### src/rtl/cdt_pkg.sv
package cdt_pkg;
  // Register offsets; the low/high pairing is part of the access protocol.
  localparam int unsigned OFS_LO  = 0;
  localparam int unsigned OFS_HI  = 1;
  localparam int unsigned OFS_CTL = 2;

  // Control/status bit positions at OFS_CTL.
  localparam int unsigned EN_BIT   = 0;
  localparam int unsigned FLAG_BIT = 1;

  // Decoded bus access, at most one field set per cycle.
  typedef struct packed {
    logic wr_lo;
    logic wr_hi;
    logic wr_ctl;
    logic rd_lo;
    logic rd_hi;
    logic rd_ctl;
    logic rd_pad;
  } cdt_acc_t;
endpackage

### src/rtl/cdt_bus_decode.sv
module cdt_bus_decode
  import cdt_pkg::*;
#(
  parameter int ADDR_W = 2
) (
  input  logic [ADDR_W-1:0] addr,
  input  logic              wr_en,
  input  logic              rd_en,
  output cdt_acc_t          acc
);
  logic hit_lo, hit_hi, hit_ctl;

  assign hit_lo  = (addr == ADDR_W'(OFS_LO));
  assign hit_hi  = (addr == ADDR_W'(OFS_HI));
  assign hit_ctl = (addr == ADDR_W'(OFS_CTL));

  always_comb begin
    acc        = '0;
    acc.wr_lo  = wr_en & hit_lo;
    acc.wr_hi  = wr_en & hit_hi;
    acc.wr_ctl = wr_en & hit_ctl;
    acc.rd_lo  = rd_en & hit_lo;
    acc.rd_hi  = rd_en & hit_hi;
    acc.rd_ctl = rd_en & hit_ctl;
    acc.rd_pad = rd_en & ~(hit_lo | hit_hi | hit_ctl);
  end
endmodule

### src/rtl/cdt_load_stage.sv
module cdt_load_stage #(
  parameter int BYTE_W = 8,
  localparam int CNT_W = 2 * BYTE_W
) (
  input  logic              clk,
  input  logic              rst_n,
  input  logic              wr_lo,
  input  logic              wr_hi,
  input  logic [BYTE_W-1:0] wdata,
  output logic              load,
  output logic [CNT_W-1:0]  load_val
);
  logic [BYTE_W-1:0] lo_hold;

  // Low half waits here; the count is untouched until the high half arrives.
  always_ff @(posedge clk) begin
    if (!rst_n)     lo_hold <= '0;
    else if (wr_lo) lo_hold <= wdata;
  end

  assign load     = wr_hi;
  assign load_val = {wdata, lo_hold};

  p_latch_fill_r2: assert property (@(posedge clk) disable iff (!rst_n)
    wr_lo |=> (lo_hold == $past(wdata)));

  p_latch_keep_r6: assert property (@(posedge clk) disable iff (!rst_n)
    !wr_lo |=> $stable(lo_hold));
endmodule

### src/rtl/cdt_counter.sv
module cdt_counter #(
  parameter int CNT_W = 16
) (
  input  logic             clk,
  input  logic             rst_n,
  input  logic             tick,
  input  logic             load,
  input  logic [CNT_W-1:0] load_val,
  input  logic             en_wr,
  input  logic             en_val,
  input  logic             clr_req,
  output logic [CNT_W-1:0] count,
  output logic             enable,
  output logic             flag
);
  logic tick_go, at_zero, at_one, fire;

  assign tick_go = tick & enable;
  assign at_zero = (count == '0);
  assign at_one  = (count == CNT_W'(1));
  assign fire    = ~load & tick_go & at_one;

  // Load outranks a tick: the written value lands exactly.
  always_ff @(posedge clk) begin
    if (!rst_n)                   count <= '0;
    else if (load)                count <= load_val;
    else if (tick_go && !at_zero) count <= count - CNT_W'(1);
  end

  always_ff @(posedge clk) begin
    if (!rst_n)     enable <= 1'b0;
    else if (en_wr) enable <= en_val;
  end

  // Setting outranks clearing so a fresh expiry is never lost.
  always_ff @(posedge clk) begin
    if (!rst_n)       flag <= 1'b0;
    else if (fire)    flag <= 1'b1;
    else if (clr_req) flag <= 1'b0;
  end

  p_load_exact_r5: assert property (@(posedge clk) disable iff (!rst_n)
    load |=> (count == $past(load_val)));

  p_step_one_r3: assert property (@(posedge clk) disable iff (!rst_n)
    (!load && tick && enable && count != '0) |=> (count == $past(count) - CNT_W'(1)));

  p_gate_off_r4: assert property (@(posedge clk) disable iff (!rst_n)
    (!load && !enable) |=> $stable(count));

  p_floor_r9: assert property (@(posedge clk) disable iff (!rst_n)
    (!load && count == '0) |=> (count == '0));

  p_expire_r8: assert property (@(posedge clk) disable iff (!rst_n)
    (!load && tick && enable && count == CNT_W'(1)) |=> flag);

  p_sticky_r8: assert property (@(posedge clk) disable iff (!rst_n)
    (flag && !clr_req) |=> flag);

  p_clear_r10: assert property (@(posedge clk) disable iff (!rst_n)
    (clr_req && !(tick && enable && count == CNT_W'(1) && !load)) |=> !flag);
endmodule

### src/rtl/cdt_read_port.sv
module cdt_read_port
  import cdt_pkg::*;
#(
  parameter int BYTE_W = 8,
  localparam int CNT_W = 2 * BYTE_W
) (
  input  logic              clk,
  input  logic              rst_n,
  input  cdt_acc_t          acc,
  input  logic [CNT_W-1:0]  count,
  input  logic              enable,
  input  logic              flag,
  output logic [BYTE_W-1:0] rdata
);
  logic [BYTE_W-1:0] hi_shadow;
  logic [BYTE_W-1:0] ctl_word;

  always_comb begin
    ctl_word           = '0;
    ctl_word[EN_BIT]   = enable;
    ctl_word[FLAG_BIT] = flag;
  end

  always_ff @(posedge clk) begin
    if (!rst_n)     hi_shadow <= '0;
    else if (acc.rd_lo) hi_shadow <= count[CNT_W-1:BYTE_W];
  end

  always_ff @(posedge clk) begin
    if (!rst_n)           rdata <= '0;
    else if (acc.rd_lo)   rdata <= count[BYTE_W-1:0];
    else if (acc.rd_hi)   rdata <= hi_shadow;
    else if (acc.rd_ctl)  rdata <= ctl_word;
    else if (acc.rd_pad)  rdata <= '0;
  end

  p_snap_r7: assert property (@(posedge clk) disable iff (!rst_n)
    acc.rd_lo |=> (hi_shadow == $past(count[CNT_W-1:BYTE_W])));

  p_hi_coherent_r7: assert property (@(posedge clk) disable iff (!rst_n)
    acc.rd_hi |=> (rdata == $past(hi_shadow)));

  p_pad_zero_r12: assert property (@(posedge clk) disable iff (!rst_n)
    acc.rd_pad |=> (rdata == '0));
endmodule

### src/rtl/cdt_timer.sv
module cdt_timer
  import cdt_pkg::*;
#(
  parameter int BYTE_W = 8,
  parameter int ADDR_W = 2,
  localparam int CNT_W = 2 * BYTE_W
) (
  input  logic              clk,
  input  logic              rst_n,
  input  logic [ADDR_W-1:0] addr,
  input  logic [BYTE_W-1:0] wdata,
  input  logic              wr_en,
  input  logic              rd_en,
  output logic [BYTE_W-1:0] rdata,
  input  logic              tick,
  output logic              irq
);
  cdt_acc_t         acc;
  logic             load;
  logic [CNT_W-1:0] load_val;
  logic [CNT_W-1:0] count;
  logic             enable;
  logic             flag;

  cdt_bus_decode #(.ADDR_W(ADDR_W)) u_dec (
    .addr  (addr),
    .wr_en (wr_en),
    .rd_en (rd_en),
    .acc   (acc)
  );

  cdt_load_stage #(.BYTE_W(BYTE_W)) u_load (
    .clk      (clk),
    .rst_n    (rst_n),
    .wr_lo    (acc.wr_lo),
    .wr_hi    (acc.wr_hi),
    .wdata    (wdata),
    .load     (load),
    .load_val (load_val)
  );

  cdt_counter #(.CNT_W(CNT_W)) u_cnt (
    .clk      (clk),
    .rst_n    (rst_n),
    .tick     (tick),
    .load     (load),
    .load_val (load_val),
    .en_wr    (acc.wr_ctl),
    .en_val   (wdata[EN_BIT]),
    .clr_req  (acc.wr_ctl & wdata[FLAG_BIT]),
    .count    (count),
    .enable   (enable),
    .flag     (flag)
  );

  cdt_read_port #(.BYTE_W(BYTE_W)) u_rd (
    .clk    (clk),
    .rst_n  (rst_n),
    .acc    (acc),
    .count  (count),
    .enable (enable),
    .flag   (flag),
    .rdata  (rdata)
  );

  assign irq = flag;

  p_irq_reset_r1: assert property (@(posedge clk)
    !rst_n |=> !irq);
endmodule

### config.mk
export PLATFORM = sky130hd
export DESIGN_NAME = cdt_timer
export DESIGN_NICKNAME = d
export VERILOG_FILES = /design/src/rtl/cdt_pkg.sv /design/src/rtl/cdt_bus_decode.sv /design/src/rtl/cdt_load_stage.sv /design/src/rtl/cdt_counter.sv /design/src/rtl/cdt_read_port.sv /design/src/rtl/cdt_timer.sv
export SDC_FILE = /design/constraint.sdc
export NUM_CORES = 1
export LEC_CHECK = 0
export CAP_MARGIN = 30
export CORE_ASPECT_RATIO = 0.9
export CORE_MARGIN = 4
export CORE_UTILIZATION = 32
export CTS_CLUSTER_DIAMETER = 100
export DETAILED_ROUTE_END_ITERATION = 6
export PLACE_DENSITY = 0.5
export SYNTH_ARGS = -nofsm -noshare
export SYNTH_HDL_FRONTEND = slang
export SYNTH_SLANG_ARGS = --single-unit
### constraint.sdc
create_clock -name clk -period 2.47 [get_ports clk]
set_clock_uncertainty 0.1 [all_clocks]
set_input_delay 0.3705 -clock clk [delete_from_list [all_inputs] [get_ports clk]]
set_output_delay 0.3705 -clock clk [all_outputs]
set_load 0.02 [all_outputs]
==> results of run 1 <==
==> stage by stage <==
| stage | instances | hold WS, ns | utilization, % |
|---|---|---|---|
| 2_1_floorplan | 248 | 0.3570 | - |
| 3_3_place_gp | 357 | 0.3686 | 38.77 |
| 3_5_place_dp | 357 | 0.3716 | 38.77 |
| 4_1_cts | 365 | 0.3831 | 40.44 |
| 5_1_grt | 365 | 0.3988 | 40.44 |
| 6_report | 365 | 0.3820 | 40.44 |
==> registers in the layout, indices dropped and copies added (netlist names) <==
name,count
u_cnt.enable,1
u_load.lo_hold,8
u_cnt.count,16
u_rd.hi_shadow,8
u_rd.rdata,8
u_cnt.flag,1
==> kinds of logic after synthesis <==
| family | count (synthesis) | share of synthesized area [%] |
|---|---|---|
| AO/OA/AOI/OAI | 63 | 18.20 |
| XOR/XNOR | 10 | 4.019 |
| adder cells (fa/ha/maj) | 2 | 1.148 |
| buffers and inverters | 25 | 4.822 |
| flip-flops | 42 | 38.58 |
| multiplexers | 19 | 8.725 |
| AND/OR/NAND/NOR | 87 | 24.51 |
==> cell usage after synthesis (all sizes together), types with 3 or more instances <==
| cell | count | share of area (%) |
|---|---|---|
| xnor2 | 7 | 2.8 |
| nand2 | 24 | 4.1 |
| o21ai | 22 | 5.1 |
| and2 | 9 | 2.6 |
| nor4 | 6 | 3.6 |
| nor2b | 12 | 3.4 |
| nor2 | 8 | 1.5 |
| a21boi | 10 | 3.4 |
| a21oi | 9 | 2.1 |
| o21a | 3 | 1.0 |
| dfxtp | 42 | 39 |
| inv | 9 | 1.5 |
| mux2i | 19 | 8.7 |
| xor2 | 3 | 1.2 |
| o22ai | 6 | 1.7 |
| clkbuf | 12 | 2.1 |
| nand4 | 6 | 1.7 |
| buf | 4 | 1.2 |
| nor3 | 8 | 2.1 |
==> worst max-delay path, delay by kind of cell (launching register included) <==
kind	cells	cell delay (ns)
simple gates	4	0.98
flops	1	0.34
compound gates	1	0.27
fa+ha+maj	1	0.20
buf+inv	1	0.10
==> cells in the final DEF (no fill, tap or decap), types with 2 or more instances in the layout <==
cell type and count:
dfxtp_1 42, nand2_1 24, clkdlybuf4s50_1 23, o21ai_0 22
mux2i_1 19, nor2b_1 12, buf_4 11, a21boi_0 10
inv_1 9, and2_1 9, a21oi_1 9, clkbuf_8 8
nor2_1 7, nor3_1 7, xnor2_1 7, o22ai_1 6
nand4_1 6, nor4_2 4, o21a_1 3, xor2_1 3
nand2b_1 2, nand4b_1 2, nand3_1 2, a31oi_1 2
o211ai_1 2, o211a_1 2, ha_1 2
==> layout make-up <==
class | instances | share of cell area [%]
Multi-Input combinational cell | 181 | 46.31
Sequential cell | 42 | 31.56
Timing Repair Buffer | 35 | 12.49
Tap cell | 90 | 4.227
Clock buffer | 8 | 4.133
Inverter | 9 | 1.268
==> power groups by stage <==
stage	Combinational [mW]	Sequential [mW]	Clock, mW
6_report	0.272	0.730	0.532
5_1_grt	0.305	0.733	0.572
4_1_cts	0.272	0.730	0.541
3_5_place_dp	0.271	0.746	0
3_3_place_gp	0.275	0.747	0
2_1_floorplan	0.188	0.741	0
==> how the worst min path moves through the flow <==
stage	end	cells past startpoint	slack [ns]	start
2_1_floorplan	u_rd.hi_shadow[5]	2	0.36	u_rd.hi_shadow[5]
3_3_place_gp	u_rd.hi_shadow[5]	2	0.37	u_rd.hi_shadow[5]
3_5_place_dp	u_rd.hi_shadow[2]	2	0.37	u_rd.hi_shadow[2]
4_1_cts	u_rd.hi_shadow[5]	2	0.38	u_rd.hi_shadow[5]
5_1_grt	u_rd.hi_shadow[2]	2	0.40	u_rd.hi_shadow[2]
6_report	u_rd.hi_shadow[5]	2	0.38	u_rd.hi_shadow[5]
==> metal layers <==
metal  up-vias  track usage (%)  wire [um]
met1       872            20.46       2709
met3         7            4.167        276
met2        33            21.64       2305
met5         -                0          0
met4         0            4.325         76
li1        934                -          -
==> impl_metrics.env, run 1 <==
export IMPL_areaGrowthSynthToFinish_pct=22.22
export IMPL_io_buffers=23
export IMPL_switchingPower_mw=0.4250
export IMPL_dpl_worst_slack_ns=0.3480
export IMPL_grt_pass1_wl_um=9066
export IMPL_slew_violations=0
export IMPL_ff_latch_area_um2=840.8
export IMPL_critPathSlowestCell="and4_1"
export IMPL_post_route_period_util_pct=84.61
export IMPL_maxCapViolCount=0
export IMPL_layout_nets=291
export IMPL_rrSetupSlack_ns=0.38
export IMPL_ctsHoldBuffers=0
export IMPL_ys_types=46
export IMPL_startpoint="u_cnt.count[1]"
export IMPL_cts_tree="yes"
export IMPL_r2r_end="u_cnt.count[7]"
export IMPL_status="finished clean"
export IMPL_hpwl_um=3950
export IMPL_r2r_cells=7
export IMPL_design_area_um2=2664
export IMPL_hp_class="reg2reg"
export IMPL_num_rows=28
export IMPL_crit_chain="inv_1, ha_1, nor4b_4, and4_1, nor2_2, a211oi_1, nor3_2"
export IMPL_grt_max_degree=43
export IMPL_max_freq_mhz=478.5
export IMPL_p_leak_nw=0.9489
export IMPL_antenna_found_initial=0
export IMPL_gp_congestion=0.8946
export IMPL_start_util_pct=33.09
export IMPL_vias=1846
export IMPL_ys_warnings_count=0
export IMPL_synthCells=248
export IMPL_ctsRootBufferMaster="clkbuf_8"
export IMPL_ant_nets=0
export IMPL_arrival_ns=2.18
export IMPL_fp_dieW_um=95.00
export IMPL_drc_errors=0
export IMPL_synth_flop_cell="dfxtp_1"
export IMPL_seq_power_share_pct=47.6
export IMPL_setup_ws_ns=0.3801
export IMPL_fin_tns_setup_ns=0
export IMPL_crit_fanout=7
export IMPL_cp_end_kind="register"
export IMPL_finalPower_mw=1.534
export IMPL_ys_seq_elements=42
export IMPL_critPathCapture="u_cnt.count[7]"
export IMPL_r2r_start="u_cnt.count[1]"
export IMPL_pin_count=24
export IMPL_path_class="reg2reg"
export IMPL_clkPwrFrac_pct=34.7
export IMPL_gr_total_overflow=0
export IMPL_rsz0062_at_grt="false"
export IMPL_wl_per_cell_um=14.70
export IMPL_synth_cell_area_um2=2180
export IMPL_cts_buffers=5
export IMPL_synth_avg_cell_area_um2=8.789
export IMPL_period_needed_ns=2.090
export IMPL_p_per_area_nw_per_um2=575.7
export IMPL_placed_cell_area_um2=2554
export IMPL_clkTransAtPathRegs_ns=0.08
export IMPL_ys_async_sr_fraction_pct=0
export IMPL_hold_violations=0
export IMPL_p_sw_share_pct=27.71
export IMPL_cp_required_ns=2.56
export IMPL_post_cts_setup_buffer_count=0
export IMPL_synth_edf_count=0
export IMPL_routed_wl_um=5367
export IMPL_synth_nets=265
export IMPL_ctsResizeCount=0
export IMPL_die_area_um2=8198
export IMPL_yosysSeqAreaShare_pct=38.58
export IMPL_first_iter_violations=87
export IMPL_p_int_mw=1.109
export IMPL_maxSlewHeadroom_pct=67.86
export IMPL_n_fill_cell=730
export IMPL_vdd_drop_max_mv=0.2370
export IMPL_grt_use_total_pct=14.56
export IMPL_htree_levels=2
export IMPL_clock_latency_ns=0.30
export IMPL_drive_above_1_share_pct=10.91
export IMPL_pwr_share_comb_pct=17.7
export IMPL_grt_pass1_vias=1734
export IMPL_coreArea_um2=6586
export IMPL_vias_per_cell=5.058
export IMPL_setup_viol=0
export IMPL_cts_sinks=42
export IMPL_crit_path_start_kind="register"
export IMPL_die_y_um=86.30
export IMPL_diodes=0
export IMPL_dr_pass1_iters=4
export IMPL_slowest_delay_ns=0.42
export IMPL_clockBufferDepth=2
export IMPL_multiInputGateArea_um2=1234
export IMPL_tightest_slew_ns=0.4781
No activity file was read; power rests on OpenSTA's default activity.
==> run 2: changes to the inputs <==
--- a/config.mk
+++ b/config.mk
@@ -11,7 +11,7 @@
 export CORE_UTILIZATION = 32
 export CTS_CLUSTER_DIAMETER = 100
 export DETAILED_ROUTE_END_ITERATION = 6
-export PLACE_DENSITY = 0.5
+export PLACE_DENSITY = 0.52
 export SYNTH_ARGS = -nofsm -noshare
 export SYNTH_HDL_FRONTEND = slang
 export SYNTH_SLANG_ARGS = --single-unit
==> constraint.sdc (replaced) <==
create_clock -name clk -period 1.9 [get_ports clk]
set_clock_uncertainty 0.1 [all_clocks]
set_input_delay 0.285 -clock clk [delete_from_list [all_inputs] [get_ports clk]]
set_output_delay 0.285 -clock clk [all_outputs]
set_load 0.02 [all_outputs]
==> impl_metrics.env, run 2 (synthesis gave the netlist of run 1 again) <==
export IMPL_vias=1985
export IMPL_arrival_ns=1.93
export IMPL_cts_buffers=5
export IMPL_hold_violations=0
export IMPL_crit_path_start_kind="register"
export IMPL_min_path_cells=2
export IMPL_wl_per_cell_um=14.68
export IMPL_grt_pass1_wl_um=9390
export IMPL_htree_levels=2
export IMPL_post_route_period_util_pct=96.60
export IMPL_grt_use_total_pct=14.90
export IMPL_maxSlewHeadroom_pct=69.56
export IMPL_clkTransAtPathRegs_ns=0.08
export IMPL_first_iter_violations=116
export IMPL_antenna_found_initial=0
export IMPL_tightest_slew_ns=0.4554
export IMPL_max_freq_mhz=544.8
export IMPL_p_leak_nw=1.109
export IMPL_cp_end_kind="register"
export IMPL_largest_register_ff_count=16
export IMPL_rsz0062_at_grt="true"
export IMPL_cts_tree="yes"
export IMPL_die_y_um=86.30
export IMPL_start_util_pct=33.09
export IMPL_period_needed_ns=1.835
export IMPL_grt_pass1_vias=1923
export IMPL_vdd_drop_max_mv=0.3394
export IMPL_io_buffers=23
export IMPL_status="finished clean"
export IMPL_vias_per_cell=4.987
export IMPL_areaGrowthSynthToFinish_pct=34.50
export IMPL_ant_nets=0
export IMPL_final_common_cell="buf_4"
export IMPL_fin_hold_ws_ns=0.3846
export IMPL_die_area_um2=8198
export IMPL_routed_wl_um=5843
export IMPL_gp_congestion=0.8723
export IMPL_fin_tns_setup_ns=0
export IMPL_design_area_um2=2932
export IMPL_num_rows=28
export IMPL_ctsHoldBuffers=0
export IMPL_drc_errors=0
export IMPL_gr_total_overflow=0
export IMPL_dr_pass1_iters=4
export IMPL_slew_violations=0
export IMPL_drive_above_1_share_pct=21.75
export IMPL_r2r_cells=8
export IMPL_maxCapViolCount=0
export IMPL_placed_cell_area_um2=2794
export IMPL_clockBufferDepth=2
export IMPL_path_class="reg2reg"
export IMPL_hpwl_um=4379
export IMPL_coreArea_um2=6586
export IMPL_regMostFlops="u_cnt.count"
export IMPL_finalPower_mw=2.046
export IMPL_grt_max_degree=28
export IMPL_layout_nets=324
export IMPL_cts_sinks=42
export IMPL_clock_latency_ns=0.31
export IMPL_diodes=0
export IMPL_cp_required_ns=2.00
export IMPL_pin_count=24
export IMPL_crit_fanout=4
export IMPL_fp_dieW_um=95.00
export IMPL_p_per_area_nw_per_um2=698.1
export IMPL_final_cell_mix="buf_4 (44), dfxtp_1 (42), nand2_1 (23), clkdlybuf4s50_1 (23), o21ai_0 (22)"
export IMPL_hp_class="reg2reg"
export IMPL_setup_viol=0
export IMPL_ctsRootBufferMaster="clkbuf_8"
-- run 2: cell types whose count changed in the layout (fill, tap and decap cells not counted), sizes merged --
cell and change:
buf +33, clkbuf -1, clkinv +1
-- run 2: worst paths after layout --
kind,to,startpoint,slack [ns]
worst max-delay path,u_cnt.count[11],u_cnt.count[1],0.06
worst min-delay path,u_rd.hi_shadow[5],u_rd.hi_shadow[5],0.38
worst max register to register,u_cnt.count[11],u_cnt.count[1],0.06
worst min register to register,u_rd.hi_shadow[5],u_rd.hi_shadow[5],0.38
-- run 2: cell type report --
class                      count  area, um2
timing repair buffer          68      580.6
multi-input combinational    181       1272
tap                           90      112.6
clock buffer                   7      86.33
inverter                       9      33.78
clock inverter                 1      5.005
fill                         690       3655
sequential                    42      840.8
-- run 2: metal layers --
layer	global-route usage (%)	wire length (um)	vias up
met4	3.670	46	0
met2	23.11	2699	26
met1	20.11	2848	955
met3	4.774	248	6
li1	-	-	998
met5	0	0	-
-- run 2: per-stage QoR --
stage	util, %	setup WS (ns)	cells
2_1_floorplan	-	0.05422	248
3_3_place_gp	42.42	0.04927	389
3_5_place_dp	42.42	0.003721	389
4_1_cts	43.81	0.007719	397
5_1_grt	44.51	-0.02752	398
6_report	44.51	0.06463	398
-- run 2: what timing repair did --
item	CTS	global route
buffers inserted	0	1
resized for setup	0	9
endpoints found under the hold margin	0	0
setup endpoints to repair	0	12
-- run 2: critical path, cell delays in order, from the launching register on --
cell and delay [ns]:
dfxtp_1 0.32, inv_2 0.06, ha_2 0.17, nor4b_4 0.29, buf_4 0.19, nand4_1 0.15, and2_4 0.20, a32oi_1 0.14
a21boi_1 0.09
-- run 2: power breakdown --
| group | internal (mW) | total [mW] | switching (mW) |
|---|---|---|---|
| Clock | 0.294 | 0.617 | 0.323 |
| Sequential | 0.910 | 0.937 | 0.0265 |
| Combinational | 0.248 | 0.493 | 0.244 |
| Total | 1.45 | 2.05 | 0.594 |
